File: config.mk
export PLATFORM = sky130hd
export DESIGN_NAME = ubank_mem
export DESIGN_NICKNAME = d
export VERILOG_FILES = /design/src/rtl/ubm_pkg.sv /design/src/rtl/ubm_lane_ctl.sv /design/src/rtl/ubm_bank.sv /design/src/rtl/ubm_rotate.sv /design/src/rtl/ubank_mem.sv
export SDC_FILE = /design/constraint.sdc
export NUM_CORES = 2
export LEC_CHECK = 0
export ABC_AREA = 1
export BUFFER_PORTS_ARGS = -buffer_cell sky130_fd_sc_hd__buf_2
export CAP_MARGIN = 25
export CORE_MARGIN = 4
export CORE_UTILIZATION = 50
export DETAILED_ROUTE_END_ITERATION = 16
export PLACE_DENSITY = 0.64
export SLEW_MARGIN = 0
export SYNTH_ARGS = -nofsm -noshare
export SYNTH_HDL_FRONTEND = slang
export SYNTH_SLANG_ARGS = --single-unit
File: constraint.sdc
create_clock -name clk -period 4.3 [get_ports clk]
set_input_delay 0.215 -clock clk [delete_from_list [all_inputs] [get_ports clk]]
set_output_delay 0.215 -clock clk [all_outputs]
set_load 0.02 [all_outputs]
File: src/rtl/ubm_pkg.sv
package ubm_pkg;

  typedef enum logic [1:0] {
    SZ_BYTE  = 2'd0,
    SZ_HALF  = 2'd1,
    SZ_WORD  = 2'd2,
    SZ_WORD3 = 2'd3
  } acc_size_e;

  // number of bytes an access of the given size spans
  function automatic logic [7:0] span_of(input logic [1:0] sz);
    case (acc_size_e'(sz))
      SZ_BYTE: span_of = 8'd1;
      SZ_HALF: span_of = 8'd2;
      default: span_of = 8'd4;
    endcase
  endfunction

endpackage

File: src/rtl/ubm_lane_ctl.sv
module ubm_lane_ctl #(
  parameter int LANES = 4,
  parameter int RW    = 6,
  localparam int OW   = $clog2(LANES)
) (
  input  logic                     fire,
  input  logic                     is_write,
  input  logic [RW-1:0]            base_row,
  input  logic [OW-1:0]            offset,
  input  logic [1:0]               size,
  output logic [LANES-1:0][RW-1:0] lane_row,
  output logic [LANES-1:0]         lane_en,
  output logic [LANES-1:0]         lane_we
);
  import ubm_pkg::*;

  logic [7:0] span;
  assign span = span_of(size);

  for (genvar k = 0; k < LANES; k++) begin : g_lane
    logic          bump;
    logic [OW-1:0] rel;
    logic          covered;

    // lanes below the start offset hold the bytes of the following row
    assign bump        = OW'(k) < offset;
    assign lane_row[k] = bump ? base_row + RW'(1) : base_row;

    // position of this lane inside the access, counted from the start byte
    assign rel     = OW'(k) - offset;
    assign covered = 8'(rel) < span;

    assign lane_en[k] = fire && (!is_write || covered);
    assign lane_we[k] = is_write;
  end

endmodule

File: src/rtl/ubm_bank.sv
module ubm_bank #(
  parameter int ROWS = 64,
  parameter int BW   = 8,
  localparam int RW  = $clog2(ROWS)
) (
  input  logic          clk,
  input  logic          en,
  input  logic          we,
  input  logic [RW-1:0] row,
  input  logic [BW-1:0] wbyte,
  output logic [BW-1:0] rbyte
);
  logic [BW-1:0] cells [ROWS];

  always_ff @(posedge clk) begin
    if (en) begin
      if (we) cells[row] <= wbyte;
      else    rbyte      <= cells[row];
    end
  end

endmodule

File: src/rtl/ubm_rotate.sv
module ubm_rotate #(
  parameter int LANES = 4,
  parameter int BW    = 8,
  parameter bit RIGHT = 1'b1,
  localparam int OW   = $clog2(LANES)
) (
  input  logic [LANES*BW-1:0] din,
  input  logic [OW-1:0]       amt,
  output logic [LANES*BW-1:0] dout
);
  for (genvar j = 0; j < LANES; j++) begin : g_out
    logic [OW-1:0] src;
    if (RIGHT) begin : g_r
      assign src = OW'(j) + amt;
    end else begin : g_l
      assign src = OW'(j) - amt;
    end
    assign dout[j*BW +: BW] = din[src*BW +: BW];
  end

endmodule

File: src/rtl/ubank_mem.sv
module ubank_mem #(
  parameter int ROWS  = 64,
  parameter int LANES = 4,
  localparam int BW   = 8,
  localparam int DW   = LANES * BW,
  localparam int OW   = $clog2(LANES),
  localparam int RW   = $clog2(ROWS),
  localparam int AW   = RW + OW
) (
  input  logic          clk,
  input  logic          rst_n,
  input  logic          req_valid,
  output logic          req_ready,
  input  logic [AW-1:0] req_addr,
  input  logic [1:0]    req_size,
  input  logic          req_we,
  input  logic [DW-1:0] req_wdata,
  output logic          rsp_valid,
  input  logic          rsp_ready,
  output logic [DW-1:0] rsp_rdata
);
  import ubm_pkg::*;

  logic                     fire, rd_fire;
  logic [RW-1:0]            base_row;
  logic [OW-1:0]            offset;
  logic [LANES-1:0][RW-1:0] lane_row;
  logic [LANES-1:0]         lane_en, lane_we;
  logic [DW-1:0]            wr_lanes, rd_lanes, rd_rot;
  logic [OW-1:0]            off_q;
  logic [1:0]               size_q;
  logic [7:0]               span_q;

  assign req_ready = !rsp_valid || rsp_ready;
  assign fire      = req_valid && req_ready;
  assign rd_fire   = fire && !req_we;
  assign base_row  = req_addr[AW-1:OW];
  assign offset    = req_addr[OW-1:0];

  ubm_lane_ctl #(.LANES(LANES), .RW(RW)) u_ctl (
    .fire     (fire),
    .is_write (req_we),
    .base_row (base_row),
    .offset   (offset),
    .size     (req_size),
    .lane_row (lane_row),
    .lane_en  (lane_en),
    .lane_we  (lane_we)
  );

  // write path: first byte moves to the lane of the start address
  ubm_rotate #(.LANES(LANES), .BW(BW), .RIGHT(1'b0)) u_wrot (
    .din  (req_wdata),
    .amt  (offset),
    .dout (wr_lanes)
  );

  for (genvar k = 0; k < LANES; k++) begin : g_bank
    ubm_bank #(.ROWS(ROWS), .BW(BW)) u_bank (
      .clk   (clk),
      .en    (lane_en[k]),
      .we    (lane_we[k]),
      .row   (lane_row[k]),
      .wbyte (wr_lanes[k*BW +: BW]),
      .rbyte (rd_lanes[k*BW +: BW])
    );
  end

  // response stage
  always_ff @(posedge clk or negedge rst_n) begin
    if (!rst_n) begin
      rsp_valid <= 1'b0;
      off_q     <= '0;
      size_q    <= '0;
    end else begin
      if (rd_fire) begin
        rsp_valid <= 1'b1;
        off_q     <= offset;
        size_q    <= req_size;
      end else if (rsp_ready) begin
        rsp_valid <= 1'b0;
      end
    end
  end

  // read path: start byte moves to the least significant position
  ubm_rotate #(.LANES(LANES), .BW(BW), .RIGHT(1'b1)) u_rrot (
    .din  (rd_lanes),
    .amt  (off_q),
    .dout (rd_rot)
  );

  assign span_q = span_of(size_q);

  for (genvar j = 0; j < LANES; j++) begin : g_mask
    assign rsp_rdata[j*BW +: BW] = (8'(j) < span_q) ? rd_rot[j*BW +: BW] : '0;
  end

endmodule

==> out/metrics.cfg <==
[timing]
finalCriticalPeriod_ps=3800
finalCritPeriodShare=0.883
rsz0062_at_grt=false
setup-violations-final=0
hold_viol_final=0
tightestPinTransition_ps=1090
worst_hold_slack_ps=83.0
fmax_mhz=263
slew_headroom=0.267
skew_ps=23.2
fin_ws_ps=503
slew_viol_final=0

[drt]
vias=61600
wl_per_cell_um=22.2
drtAntennaViolNets=0
via_per_inst=5.52
drt_iter0_drc=7223
drt_pass1_iterations=7
remaining_drc_errors=0
finalWirelength_mm=247

[worst_setup_path]
r2r_slack_ps=670
cp_data_required_time_ps=4090
cpPeakStageDelay_ps=1010
path_cells=xnor2_1, inv_1, nor2_1, nor2_1, buf_2
crit_top_cell=nor2_1
crit_fanout=66
crit_buf_inv=2
timing.rr.end=g_bank[3].u_bank.cells[49][0]
cp-end-kind=output pin
critical-path-slowest-cell=xnor2_1
arrival_ps=3580
path_class=flop to output pin
cp_top_family=XOR/XNOR gates
critPathLaunchType=flop
r2r_cells=8
timing.rr.start=rsp_valid

[placement]
place.gp.congestion=0.891
placed_cells=10800
pre_cts_ws_ps=564
numPortBuffers=80
hpwl_mm=149

[yosys]
synthFlopType=edfxtp_1
async_flop_share=0.00240
synth.distinct_cells=38
synthCells=8493
synth_area_mm2=0.0893
synth.avg_cell_area_um2=10.5
ys_ff_latch=2085
mappedNetlistNets=8548
yosysSeqAreaShare=0.700
yosysWarnings=0
synth-edff-count=2080

[final_layout]
fin_nets=8699
fin_cells=11200
num-fill-cells=14700
area_growth_syn_to_layout_pct=12.8
drive_above_1_share=0.0887

[min_path]
whs_path_depth=3
hold_path_end=g_bank[3].u_bank.cells[39][2]
holdCritPathClass=primary input to flop
min-delay-start=req_wdata[10]

[grt]
antenna_found_initial=10
grt_usage=0.264
grt_first_pass_wirelength_mm=371
grt_overflow_total=0
grt_max_degree=129
grt_pass1_vias=59500

[floorplan]
ios=81
die_w_um=431
initial_core_util=0.505
dieArea_mm2=0.186
die_y_um=431
rows=154
core-area_mm2=0.177

[clock_tree]
worstSkewPairLatency_ps=850
cts_made_buffers=211
cts_num_sinks=2085
clk_pin_slew_worst_paths_ps=70
cts_tree=yes
clockRootBuffer=clkbuf_16
htree_levels=4
clockBufferDepth=3

[run]
drv_cap=0

[pwr]
peakVddDrop_uv=495
powerDensity_mw_per_mm2=461
p_total_mw=46.5
p_leak_nw=40.3

[status]
status=finished, final reports clean

==> worst max path at each step <==
| stage | from | end | slack [ps] | cells past startpoint |
|---|---|---|---|---|
| after CTS | off_q[0] | rsp_rdata[12] | 500 | 5 |
| after floorplan | req_addr[1] | g_bank[0].u_bank.cells[0][0] | -540 | 7 |
| after detailed placement | req_addr[3] | g_bank[0].u_bank.cells[34][1] | 560 | 8 |
| after global placement | req_addr[0] | g_bank[0].u_bank.cells[39][5] | 570 | 10 |
| after global routing | off_q[0] | rsp_rdata[28] | 200 | 5 |
| final | off_q[0] | rsp_rdata[12] | 500 | 5 |
==> layout by cell type, fill, tap and decap left out, types with 32 or more instances in the layout <==
cell type	n
nand2_1	3744
edfxtp_1	2080
nand3_1	932
inv_1	507
nor2_1	361
buf_4	250
clkbuf_16	217
o21ai_0	104
buf_2	80
nand4_1	61
a22oi_1	58
clkinv_2	53
o21ai_4	43
clkbuf_1	36
mux2i_1	32
clkinv_1	32
==> flip-flops by register name, indices dropped and copies added, names as in the netlist <==
| register | cells |
|---|---|
| g_bank.u_bank.rbyte | 32 |
| size_q | 2 |
| g_bank.u_bank.cells | 2048 |
| off_q | 2 |
| rsp_valid | 1 |
==> layout make-up <==
class / instances / area [um2] / share of cell area
Timing Repair Buffer: 368 / 2890 / 0.0286
Multi-Input combinational cell: 5454 / 23500 / 0.233
Clock buffer: 253 / 5570 / 0.0552
Sequential cell: 2085 / 62600 / 0.621
Tap cell: 2340 / 2930 / 0.0290
Antenna cell: 4 / 10.0 / 0.0000993
Inverter: 524 / 1970 / 0.0196
Clock inverter: 129 / 1400 / 0.0139
==> through the flow <==
stage | area [um2] | setup TNS, ps | util
finish | 101000 | 0 | 0.570
detailed placement | 93700 | 0 | 0.530
CTS | 101000 | 0 | 0.570
global route | 101000 | 0 | 0.570
floorplan | 89300 | -248190 | -
global placement | 93700 | 0 | 0.530
==> metal layers <==
layer	global-route usage	part of all wire	routed length, um
met2	0.432	0.48	119000
met3	0.0395	0.079	19400
met5	0	0.000093	23
met1	0.355	0.40	98600
met4	0.111	0.042	10400
==> where the power goes <==
group	internal [mW]	leakage (nW)	switching (mW)	total (mW)
clock	10.8	3.44	7.74	18.6
combinational	1.14	18.0	3.84	4.98
sequential	22.9	18.9	0.0730	23.0
total	34.8	40.3	11.6	46.5
==> repair_timing <==
action	in CTS	in global routing
resized for setup	0	0
setup endpoints to repair	0	0
hold buffers	14	0
setup buffers	0	0
hold endpoints to repair	15	0
==> worst reg2reg max path, stage by stage (launching register included) <==
cell,delay (ps)
dfrtp_1,370
nand2_1,100
nand2_1,100
nor2_1,400
inv_1,380
a21oi_1,300
buf_4,240
nand2_1,450
nor2_1,910
==> logic make-up (layout without fill, tap and decap cells) <==
kind of cell / count (synthesis) / after routing / synth area share
adders and majority gates: 8 / 8 / 0.00112
xor gates and xnor gates: 4 / 4 / 0.000476
buffers and inverters: 954 / 1274 / 0.0435
and+or+nand+nor: 5153 / 5153 / 0.234
other: 0 / 4 / 0
muxes: 32 / 32 / 0.00359
DFF: 2085 / 2085 / 0.700
AOI/OAI and AO/OA: 257 / 257 / 0.0172
==> Yosys cell counts (3+ instances only) <==
cell type,n,area [um2]
buf_2,206,1030
o21ai_0,136,681
buf_4,12,90.1
a21oi_1,27,135
nand2_2,23,144
a211oi_1,8,60.1
nand4_1,61,382
nor3_2,4,40.0
dfrtp_1,5,125
edfxtp_1,2080,62500
nor3_1,7,35.0
nor2_1,362,1360
a21boi_1,3,22.5
mux2i_1,32,320
o21ai_1,9,45.0
inv_2,13,48.8
inv_1,507,1900
o2bb2ai_1,7,61.3
nand2_1,3747,14100
ha_1,8,100
buf_1,45,169
nor2_4,13,146
a21boi_0,3,22.5
clkbuf_1,167,627
o21ai_4,3,48.8
a22oi_1,58,435
nand3_1,932,4660
No activity file was read; power rests on OpenSTA's default activity.
